## src/rtl/sbc_pkg.sv

```systemverilog
// Shared types and bit positions for the serial bus control unit.
// Assumes: the register-side bit positions below are fixed by the block's interface.
package sbc_pkg;

    // Control write bit positions
    localparam int CTL_W    = 5;
    localparam int CB_REL   = 0;
    localparam int CB_CMD   = 1;
    localparam int CB_ACK   = 2;
    localparam int CB_AUTO  = 3;
    localparam int CB_BUSY  = 4;

    // Detect flag bit positions
    localparam int FLAG_W   = 3;
    localparam int FB_REL   = 0;
    localparam int FB_CMD   = 1;
    localparam int FB_ACK   = 2;

    // Master condition generator states
    typedef enum logic [2:0] {
        MG_IDLE,
        MG_REL_WLO,
        MG_REL_LO,
        MG_CMD_WHI,
        MG_CMD_LO
    } mst_st_t;

    // Acknowledge / busy driver states
    typedef enum logic [1:0] {
        AK_IDLE,
        AK_WHI,
        AK_HI,
        AK_BUSY
    } ack_st_t;

    // Synchronized view of the two bus lines
    typedef struct packed {
        logic clk_hi;
        logic clk_rise;
        logic dat_hi;
        logic dat_rise;
        logic dat_fall;
    } bus_view_t;

endpackage

```

## src/rtl/sbc_sync.sv

```systemverilog
// Brings the bus clock and data lines into the system clock domain and
// derives levels and edges from the last two synchronized samples.
// Assumes: both lines idle high; STAGES >= 2 flops before the history flop.
module sbc_sync
    import sbc_pkg::*;
#(
    parameter int STAGES = 2
) (
    input  logic      clk,
    input  logic      rst_n,
    input  logic      bus_clk_i,
    input  logic      bus_dat_i,
    output bus_view_t view_o
);

    localparam int LINES  = 2;
    localparam int PIPE_W = STAGES + 1;
    localparam int CUR    = STAGES - 1;
    localparam int PRV    = STAGES;

    logic [LINES-1:0] raw;
    assign raw = {bus_dat_i, bus_clk_i};

    genvar g;
    generate
        for (g = 0; g < LINES; g++) begin : g_line
            logic [PIPE_W-1:0] pipe;
            // Shift the line through the synchronizer and history flop
            always_ff @(posedge clk) begin
                if (!rst_n) pipe <= '1;
                else        pipe <= {pipe[PIPE_W-2:0], raw[g]};
            end
        end
    endgenerate

    logic k_cur, k_prv, d_cur, d_prv;
    assign k_cur = g_line[0].pipe[CUR];
    assign k_prv = g_line[0].pipe[PRV];
    assign d_cur = g_line[1].pipe[CUR];
    assign d_prv = g_line[1].pipe[PRV];

    // Form the condition view: data edges count only with clock high in both samples
    always_comb begin
        view_o.clk_hi   = k_cur;
        view_o.clk_rise = k_cur & ~k_prv;
        view_o.dat_hi   = d_cur;
        view_o.dat_rise = d_cur & ~d_prv & k_cur & k_prv;
        view_o.dat_fall = ~d_cur & d_prv & k_cur & k_prv;
    end

endmodule

```

## src/rtl/sbc_flags.sv

```systemverilog
// Sticky detect flags for release, command and acknowledge, plus the
// address/command marker for the data following a command.
// Assumes: clear mask is write-1-to-clear; a detection beats a clear.
module sbc_flags
    import sbc_pkg::*;
(
    input  logic              clk,
    input  logic              rst_n,
    input  bus_view_t         view_i,
    input  logic              xfer_done_i,
    input  logic              clr_we_i,
    input  logic [FLAG_W-1:0] clr_i,
    output logic [FLAG_W-1:0] flags_o,
    output logic              is_addr_o
);

    logic              armed;
    logic              last_rel;
    logic              ack_set;
    logic [FLAG_W-1:0] set_v;
    logic [FLAG_W-1:0] clr_v;
    logic [FLAG_W-1:0] flags_nx;

    assign ack_set = armed & view_i.clk_rise & ~view_i.dat_hi;

    // Gather set and clear requests per flag
    always_comb begin
        set_v          = '0;
        set_v[FB_REL]  = view_i.dat_rise;
        set_v[FB_CMD]  = view_i.dat_fall;
        set_v[FB_ACK]  = ack_set;
        clr_v          = clr_we_i ? clr_i : '0;
        clr_v[FB_CMD]  = clr_v[FB_CMD] | view_i.dat_rise;
    end

    // Next flag value: set wins over clear
    genvar f;
    generate
        for (f = 0; f < FLAG_W; f++) begin : g_flag
            assign flags_nx[f] = set_v[f] | (flags_o[f] & ~clr_v[f]);
        end
    endgenerate

    // Register the flags
    always_ff @(posedge clk) begin
        if (!rst_n) flags_o <= '0;
        else        flags_o <= flags_nx;
    end

    // Arm the acknowledge sample after a transfer, disarm at the next clock rise
    always_ff @(posedge clk) begin
        if (!rst_n)                armed <= 1'b0;
        else if (xfer_done_i)      armed <= 1'b1;
        else if (view_i.clk_rise)  armed <= 1'b0;
    end

    // Track whether the latest condition was a release, mark the data type on command
    always_ff @(posedge clk) begin
        if (!rst_n) begin
            last_rel  <= 1'b0;
            is_addr_o <= 1'b0;
        end else if (view_i.dat_rise) begin
            last_rel  <= 1'b1;
        end else if (view_i.dat_fall) begin
            last_rel  <= 1'b0;
            is_addr_o <= last_rel;
        end
    end

    p_rel_clears_cmd_r1: assert property (@(posedge clk) disable iff (!rst_n)
        view_i.dat_rise |=> (flags_o[FB_REL] && !flags_o[FB_CMD]));

    p_cmd_sets_r2: assert property (@(posedge clk) disable iff (!rst_n)
        view_i.dat_fall |=> flags_o[FB_CMD]);

    p_quiet_clk_low_r3: assert property (@(posedge clk) disable iff (!rst_n)
        (!view_i.clk_hi && !clr_we_i) |=> $stable(flags_o));

    p_w1c_cmd_r4: assert property (@(posedge clk) disable iff (!rst_n)
        (clr_we_i && clr_i[FB_CMD] && !view_i.dat_fall) |=> !flags_o[FB_CMD]);

    p_ack_sample_r10: assert property (@(posedge clk) disable iff (!rst_n)
        (armed && view_i.clk_rise && !view_i.dat_hi) |=> flags_o[FB_ACK]);

endmodule

```

## src/rtl/sbc_mst_gen.sv

```systemverilog
// Master-side generator for release and command conditions.
// Release: wait clock low, pull low, let go once clock is high.
// Command: wait clock and data high, pull low, let go once clock is low.
// Assumes: clock phases outlast the synchronizer delay.
module sbc_mst_gen
    import sbc_pkg::*;
(
    input  logic clk,
    input  logic rst_n,
    input  logic clk_hi_i,
    input  logic dat_hi_i,
    input  logic rel_req_i,
    input  logic cmd_req_i,
    output logic drive_o,
    output logic rel_busy_o,
    output logic cmd_busy_o
);

    mst_st_t st;
    logic    rel_pend;
    logic    cmd_pend;
    logic    take_rel;
    logic    take_cmd;
    logic    rel_drv;
    logic    cmd_drv;

    assign take_rel = (st == MG_IDLE) & rel_pend;
    assign take_cmd = (st == MG_IDLE) & ~rel_pend & cmd_pend;

    // Hold requests until the generator picks them up; a new write wins
    always_ff @(posedge clk) begin
        if (!rst_n) begin
            rel_pend <= 1'b0;
            cmd_pend <= 1'b0;
        end else begin
            if (rel_req_i)     rel_pend <= 1'b1;
            else if (take_rel) rel_pend <= 1'b0;
            if (cmd_req_i)     cmd_pend <= 1'b1;
            else if (take_cmd) cmd_pend <= 1'b0;
        end
    end

    // Step through the condition sequence against the bus clock
    always_ff @(posedge clk) begin
        if (!rst_n) begin
            st <= MG_IDLE;
        end else begin
            unique case (st)
                MG_IDLE:    if (take_rel) st <= MG_REL_WLO;
                            else if (take_cmd) st <= MG_CMD_WHI;
                MG_REL_WLO: if (!clk_hi_i) st <= MG_REL_LO;
                MG_REL_LO:  if (clk_hi_i) st <= MG_IDLE;
                MG_CMD_WHI: if (clk_hi_i && dat_hi_i) st <= MG_CMD_LO;
                MG_CMD_LO:  if (!clk_hi_i) st <= MG_IDLE;
                default:    st <= MG_IDLE;
            endcase
        end
    end

    assign rel_drv    = (st == MG_REL_LO);
    assign cmd_drv    = (st == MG_CMD_LO);
    assign drive_o    = rel_drv | cmd_drv;
    assign rel_busy_o = rel_pend | (st == MG_REL_WLO) | rel_drv;
    assign cmd_busy_o = cmd_pend | (st == MG_CMD_WHI) | cmd_drv;

    p_rel_let_go_high_r5: assert property (@(posedge clk) disable iff (!rst_n)
        $fell(rel_drv) |-> $past(clk_hi_i));

    p_rel_pull_low_phase_r5: assert property (@(posedge clk) disable iff (!rst_n)
        $rose(rel_drv) |-> $past(!clk_hi_i));

    p_cmd_pull_high_phase_r6: assert property (@(posedge clk) disable iff (!rst_n)
        $rose(cmd_drv) |-> $past(clk_hi_i && dat_hi_i));

endmodule

```

## src/rtl/sbc_ack_gen.sv

```systemverilog
// Acknowledge and busy driver: pulls the data line low for one bus clock
// period after a transfer, then optionally holds it low as busy.
// Assumes: start requests arrive while the bus clock is low.
module sbc_ack_gen
    import sbc_pkg::*;
(
    input  logic clk,
    input  logic rst_n,
    input  logic clk_hi_i,
    input  logic start_ack_i,
    input  logic busy_en_i,
    input  logic xfer_start_i,
    output logic drive_o,
    output logic ready_o
);

    ack_st_t st;
    logic    busy_exit;

    assign busy_exit = ~busy_en_i & xfer_start_i;

    // Sequence acknowledge through one clock high phase, then busy or idle
    always_ff @(posedge clk) begin
        if (!rst_n) begin
            st <= AK_IDLE;
        end else begin
            unique case (st)
                AK_IDLE: if (start_ack_i) st <= AK_WHI;
                AK_WHI:  if (clk_hi_i) st <= AK_HI;
                AK_HI:   if (!clk_hi_i) st <= busy_en_i ? AK_BUSY : AK_IDLE;
                AK_BUSY: if (busy_exit) st <= AK_IDLE;
                default: st <= AK_IDLE;
            endcase
        end
    end

    assign drive_o = (st != AK_IDLE);
    assign ready_o = (st == AK_IDLE);

    p_ack_ends_low_r8: assert property (@(posedge clk) disable iff (!rst_n)
        $fell(drive_o) |-> $past(!clk_hi_i || st == AK_BUSY));

    p_busy_hold_r11: assert property (@(posedge clk) disable iff (!rst_n)
        (st == AK_BUSY && !busy_exit) |=> drive_o);

    p_ack_follows_start_r9: assert property (@(posedge clk) disable iff (!rst_n)
        (start_ack_i && st == AK_IDLE) |=> (drive_o && !ready_o));

endmodule

```

## src/rtl/sbc_ctrl.sv

```systemverilog
// Top of the serial bus control unit: synchronizer, detect flags, master
// condition generator and acknowledge/busy driver, with control bits.
// Assumes: bus_dat_i is the resolved line level including this unit's pull.
module sbc_ctrl
    import sbc_pkg::*;
#(
    parameter int SYNC_STAGES = 2
) (
    input  logic              clk,
    input  logic              rst_n,
    input  logic              bus_clk_i,
    input  logic              bus_dat_i,
    output logic              bus_dat_pull_o,
    input  logic              ctl_we_i,
    input  logic [CTL_W-1:0]  ctl_wdata_i,
    input  logic              flag_clr_we_i,
    input  logic [FLAG_W-1:0] flag_clr_i,
    input  logic              xfer_done_i,
    input  logic              rx_dir_i,
    input  logic              xfer_start_i,
    output logic [FLAG_W-1:0] det_flags_o,
    output logic              is_addr_o,
    output logic [1:0]        trig_busy_o,
    output logic              ready_o
);

    bus_view_t view;
    logic      auto_en;
    logic      busy_en;
    logic      start_ack;
    logic      mst_drive;
    logic      ack_drive;
    logic      rel_busy;
    logic      cmd_busy;

    // Hold the enable bits written through the control port
    always_ff @(posedge clk) begin
        if (!rst_n) begin
            auto_en <= 1'b0;
            busy_en <= 1'b0;
        end else if (ctl_we_i) begin
            auto_en <= ctl_wdata_i[CB_AUTO];
            busy_en <= ctl_wdata_i[CB_BUSY];
        end
    end

    // Acknowledge starts automatically after a reception or on request
    assign start_ack = (xfer_done_i & rx_dir_i & auto_en)
                     | (ctl_we_i & ctl_wdata_i[CB_ACK]);

    sbc_sync #(.STAGES(SYNC_STAGES)) u_sync (
        .clk       (clk),
        .rst_n     (rst_n),
        .bus_clk_i (bus_clk_i),
        .bus_dat_i (bus_dat_i),
        .view_o    (view)
    );

    sbc_flags u_flags (
        .clk         (clk),
        .rst_n       (rst_n),
        .view_i      (view),
        .xfer_done_i (xfer_done_i),
        .clr_we_i    (flag_clr_we_i),
        .clr_i       (flag_clr_i),
        .flags_o     (det_flags_o),
        .is_addr_o   (is_addr_o)
    );

    sbc_mst_gen u_mst (
        .clk        (clk),
        .rst_n      (rst_n),
        .clk_hi_i   (view.clk_hi),
        .dat_hi_i   (view.dat_hi),
        .rel_req_i  (ctl_we_i & ctl_wdata_i[CB_REL]),
        .cmd_req_i  (ctl_we_i & ctl_wdata_i[CB_CMD]),
        .drive_o    (mst_drive),
        .rel_busy_o (rel_busy),
        .cmd_busy_o (cmd_busy)
    );

    sbc_ack_gen u_ack (
        .clk          (clk),
        .rst_n        (rst_n),
        .clk_hi_i     (view.clk_hi),
        .start_ack_i  (start_ack),
        .busy_en_i    (busy_en),
        .xfer_start_i (xfer_start_i),
        .drive_o      (ack_drive),
        .ready_o      (ready_o)
    );

    assign bus_dat_pull_o = mst_drive | ack_drive;
    assign trig_busy_o    = {cmd_busy, rel_busy};

    p_reset_quiet_r13: assert property (@(posedge clk)
        !rst_n |=> (!bus_dat_pull_o && ready_o && det_flags_o == '0));

endmodule

```

## config.mk

```make
export PLATFORM = sky130hd
export DESIGN_NAME = sbc_ctrl
export DESIGN_NICKNAME = d
export VERILOG_FILES = /design/src/rtl/sbc_pkg.sv /design/src/rtl/sbc_sync.sv /design/src/rtl/sbc_flags.sv /design/src/rtl/sbc_mst_gen.sv /design/src/rtl/sbc_ack_gen.sv /design/src/rtl/sbc_ctrl.sv
export SDC_FILE = /design/constraint.sdc
export NUM_CORES = 1
export LEC_CHECK = 0
export BUFFER_PORTS_ARGS = -buffer_cell sky130_fd_sc_hd__buf_2
export CORE_MARGIN = 4
export CORE_UTILIZATION = 49
export CTS_CLUSTER_SIZE = 30
export DETAILED_ROUTE_END_ITERATION = 7
export PLACE_DENSITY = 0.82
export SETUP_SLACK_MARGIN = 0.15
export SLEW_MARGIN = 20
export SYNTH_ARGS = -nofsm -noshare
export SYNTH_HDL_FRONTEND = slang
export SYNTH_SLANG_ARGS = --single-unit
export TNS_END_PERCENT = 5
```

## constraint.sdc

```tcl
create_clock -name clk -period 1.5 [get_ports clk]
set_clock_uncertainty 0.1 [all_clocks]
set_input_delay 0.225 -clock clk [delete_from_list [all_inputs] [get_ports clk]]
set_output_delay 0.225 -clock clk [all_outputs]
set_load 0.03 [all_outputs]
```

# Word-level counts from Yosys, hierarchy flattened
# Index checks and enable logic that the tools add are counted.
# word_totals
reg_bits	21
in_bits	17
out_inout_bits	8
elab_cells	102
# classes
eq_ne	16
muxes	22
n_bitwise	41
reduce_logical	11
# ops
op	count
$and 1x1->1	21
$mux 3	7
$pmux 3 s5	1
$or 1x1->1	11
$mux 2	5
$ne 2x2->1 const B	5
$reduce_bool 2->1	5
$not 1->1	9
$mux 1	8
$pmux 2 s4	1
$eq 3x2->1 const B	2
$ne 2x1->1 const B	3
$reduce_and 5->1	1
$eq 2x2->1 const B	2
$reduce_and 4->1	1
$eq 3x1->1 const B	1
$eq 3x3->1 const B	1
$logic_not 3->1	1
$ne 3x1->1 const B	1
$eq 2x1->1 const B	1
$logic_not 2->1	1
$reduce_and 2->1	1
$logic_and 1x1->1	1

# Logic depth before layout (Yosys ltp)
# depth
ltp_word	8
ltp_mapped	4
depth_no_buf	3

# By module
# Synthesis repeated with hierarchy kept, for this count alone.
# hier_totals
hier_cells	105
hier_area_um2	955.9
# by_module_without_submodules
mod	instances	cells_per_inst	area_per_inst_um2	seq_area_each_um2
sbc_mst_gen	1	37	287.8	100.1
sbc_flags	1	23	226.5	120.1
sbc_sync	1	17	198.9	120.1
sbc_ack_gen	1	16	123.9	40.0
sbc_ctrl	1	12	118.9	40.0

# Worst setup path after synthesis
# No wires, ideal clock.
# synth_path
path_kind	register -> output
start	reg u_ack.st[1]
end	out bus_dat_pull_o
t_arrival_ns	1.329
required_ns	1.175
path_slack_ns	-0.154
stages_incl_launch_ff	3
n_path_buf	0
cell_sequence	dfxtp_1 -> nor2_1 -> o21ai_0
# synth_between
elab_chain_cells	2
# synth_lines
item	line_no	source
from (decl)	sbc_ack_gen.sv:17	ack_st_t st;
from (signal assigned)	sbc_ack_gen.sv:30	AK_HI: if (!clk_hi_i) st <= busy_en_i ? AK_BUSY : AK_IDLE;
$reduce_bool 2->1	sbc_ack_gen.sv:37	assign drive_o = (st != AK_IDLE);
$or 1x1->1	sbc_ctrl.sv:93	assign bus_dat_pull_o = mst_drive | ack_drive;
to (decl)	sbc_ctrl.sv:13	output logic bus_dat_pull_o,
# Every way passes these cells.

# Worst setup path after layout
# layout_path
start	reg u_mst.st[0]
end	out trig_busy_o[1]
# layout_between
elab_chain_cells	3
elab_cells_between_ends	4
classes_between	eq/ne: 2; bitwise: 2
# layout_lines
item	line_no	source
from (decl)	sbc_mst_gen.sv:19	mst_st_t st;
from (signal assigned)	sbc_mst_gen.sv:46	st <= MG_IDLE;
from (signal assigned)	sbc_mst_gen.sv:49	MG_IDLE: if (take_rel) st <= MG_REL_WLO;
from (signal assigned)	sbc_mst_gen.sv:50	else if (take_cmd) st <= MG_CMD_WHI;
$eq 3x2->1	sbc_mst_gen.sv:64	assign cmd_busy_o = cmd_pend | (st == MG_CMD_WHI) | cmd_drv;
$or 1x1->1	sbc_mst_gen.sv:64	
$or 1x1->1 *	sbc_mst_gen.sv:64	
to (decl)	sbc_ctrl.sv:23	output logic [1:0] trig_busy_o,
# Every way passes the cells marked *; elsewhere a longest branch is shown, timed or not.

==> flow_summary.json <==
{
  "numPortBuffers": 24,
  "grt_max_degree": 13,
  "hold_class": "input port to register",
  "synthTopCellsByArea": "dfxtp_1 47%, mux2i_1 4.5%, nand2_1 4.2%, a21oi_1 3.9%, nand2b_1 3.5%",
  "synth_compound_area_frac": 0.167,
  "layout-drive-gt1-share": 0.352,
  "powerDensity_nw_per_um2": 1150,
  "postSynthAreaPerCell_um2": 9.17,
  "ys.flop_type": "dfxtp_1",
  "ant_nets": 0,
  "rrSetupSlack_ns": 0.24,
  "clk_latency_ns": 0.31,
  "timing.final.crit_period_ns": 1.60,
  "fp.dieW_um": 50.6,
  "synth-xor-area-share": 0.0197,
  "ys_seq_area_frac": 0.473,
  "drv_cap": 0,
  "tightest_slew_ns": 0.300,
  "remaining_drc_errors": 0,
  "grt_pass1_vias": 822,
  "worst-setup-path-type": "register to output pin",
  "start_kind": "register",
  "via_count": 800,
  "synthCells": 97,
  "reg2reg_to": "u_mst.cmd_pend",
  "ys_ff_latch": 21,
  "avgRoutedWirePerCell_um": 12.5,
  "dp_hpwl_mm": 1.37,
  "vdd_drop_max_mv": 0.792,
  "grt_pass1_wl_mm": 3.24,
  "synth_edf_count": 0,
  "row_count": 15,
  "total_power_w": 0.00134,
  "synthArstFlopShare": 0,
  "htreeDepth": 1,
  "antenna_found_initial": 0,
  "fin_util": 0.671,
  "drt_wl_total_mm": 1.92,
  "core_um2": 1730,
  "slew_headroom": 0.800,
  "synthTopCellsByCount": "21 x dfxtp_1, 10 x nand2_1, 7 x a21oi_1, 7 x nor2_1, 6 x o21ai_0",
  "clock_sinks": 21,
  "violations": "setup timing",
  "cts.clk_slew.worst_paths_ns": 0.12,
  "hold_start": "ctl_wdata_i[3]",
  "fp.dieArea_um2": 2560,
  "rsz0062_at_grt": "yes",
  "r2r_start": "u_mst.st[1]",
  "root_buffer": "clkbuf_4",
  "synth_cell_type_count": 29,
  "firstDrtPassIters": 4,
  "drtIter0Drc": 10,
  "cp_max_fo": 4,
  "synth_area_leader_cell": "dfxtp_1",
  "grt_usage": 0.166,
  "cts_buffers": 3,
  "fin_crit_sh": 1.07,
  "clockBufferDepth": 2,
  "syn_nets": 114,
  "r2r_cells": 3,
  "yosys.area_share.simple": 0.226,
  "status": "finished, violations left",
  "synth_mux_area_frac": 0.0577,
  "end_kind": "output pin",
  "start_util": 0.515,
  "cp.required_ns": 1.17,
  "synth_top_area_frac": 0.473,
  "dp_worst_setup_slack_ns": 0.101,
  "finalHoldViolations": 0,
  "finalMaxSlewViolations": 0,
  "insertedDiodeCount": 0,
  "nets": 146,
  "p_leak_nw": 0.497,
  "yosys_warnings": 0,
  "synth_top_family_by_area": "simple AND/OR/NAND/NOR gates",
  "setup_viol": 2,
  "clock.fmax_ghz": 0.626,
  "fp.dieH_um": 50.6,
  "synthAdderAreaFrac": 0,
  "cts_tree": "built",
  "routed_via_density": 5.23,
  "finalWorstSetupSlack_ns": -0.0985,
  "cp_data_arrival_time_ns": 1.27,
  "area_growth_pct": 30.2,
  "place.gp.congestion": 0.820,
  "num_io_pins": 25,
  "grt_overflow": 0,
  "holdPathEnd": "auto_en",
  "syn-cell-area_um2": 890,
  "hold_depth": 3,
  "yosysMostFrequentCell": "dfxtp_1"
}
## cells in the final DEF (no fill, tap or decap), types with 2 or more instances in the layout
cell           netlist  final
nor2b_1              5      4
buf_4                2      7
mux2i_1              4      4
buf_2                1     20
dlygate4sd3_1        0      2
nand2_1             10     10
nand2b_1             5      5
a21oi_1              7      7
o21bai_1             2      2
a32oi_1              2      2
nand4b_1             3      3
o21ai_0              6      5
nor2_1               7      6
dfxtp_1             21     16
dfxtp_4              0      4
inv_1                4      4
buf_6                1      3
nand3_1              3      3
clkbuf_4             0      3
## final cells by class
type	instances	area [um2]
Timing Repair Buffer	32	206
Clock inverter	1	5.00
Inverter	4	15.0
Multi-Input combinational cell	67	442
Fill cell	139	568
Sequential cell	21	437
Tap cell	25	31.3
Clock buffer	3	22.5
## what timing repair did
item | in CTS | in global routing
gates resized for setup | 15 | 5
setup endpoints to repair | 4 | 4
endpoints found under the hold margin | 2 | 0
setup buffers | 2 | 1
hold buffers | 2 | 0
pin swaps | 2 | 3
## registers in the layout, summed over array words and instances, names as in the netlist
signal	flops
u_flags.armed	1
u_flags.last_rel	1
u_flags.flags_o	3
u_ack.st	2
auto_en	1
u_flags.is_addr_o	1
u_mst.st	3
busy_en	1
u_mst.cmd_pend	1
u_mst.rel_pend	1
u_sync.g_line.pipe	6
## how the worst max path moves through the flow
| stage | from | to | slack (ns) | cells past startpoint |
|---|---|---|---|---|
| after global placement | u_mst.st[2] | trig_busy_o[1] | 0.16 | 3 |
| after CTS | u_mst.st[0] | trig_busy_o[1] | -0.09 | 3 |
| after floorplan | u_mst.st[2] | trig_busy_o[1] | 0.18 | 3 |
| after detailed placement | u_mst.st[2] | trig_busy_o[1] | 0.10 | 3 |
| after global routing | u_mst.st[0] | trig_busy_o[1] | -0.14 | 3 |
| final | u_mst.st[0] | trig_busy_o[1] | -0.1 | 3 |
## critical path: stages (launching register included)
cell and delay (ns):
dfxtp_4 0.38, nor2b_4 0.13, a221o_1 0.32, buf_6 0.14
## stage by stage
stage | instance area (um2) | TNS (ns) | cells | hold slack, ns
after floorplan | 892 | 0 | 97 | 0.194
after global placement | 1030 | 0 | 144 | 0.289
after detailed placement | 1030 | 0 | 144 | 0.297
after CTS | 1130 | -0.137 | 152 | 0.0550
after global routing | 1160 | -0.296 | 153 | 0.0454
final | 1160 | -0.144 | 153 | 0.0610
## layer usage
metal | up-vias | wire length, um | GRT usage
met5 | - | 0 | 0
met4 | 0 | 22 | 0.0404
met3 | 4 | 104 | 0.0682
met2 | 23 | 1030 | 0.326
met1 | 371 | 757 | 0.155
li1 | 402 | - | -
## power breakdown
part | leakage [nW] | switching [W] | internal, W | total (W)
registers | 0.176 | 0.0000599 | 0.000605 | 0.000665
logic | 0.304 | 0.000206 | 0.000196 | 0.000403
clock network | 0.0177 | 0.000169 | 0.0000995 | 0.000268
total | 0.497 | 0.000435 | 0.000901 | 0.00134
## cells by family after synthesis
logic type / after synthesis
XOR/XNOR: 2
AND/OR/NAND/NOR: 37
multiplexers: 5
buffers and inverters: 9
AO/OA/AOI/OAI: 23
flip-flops: 21
(Power assumes the default switching activity.)
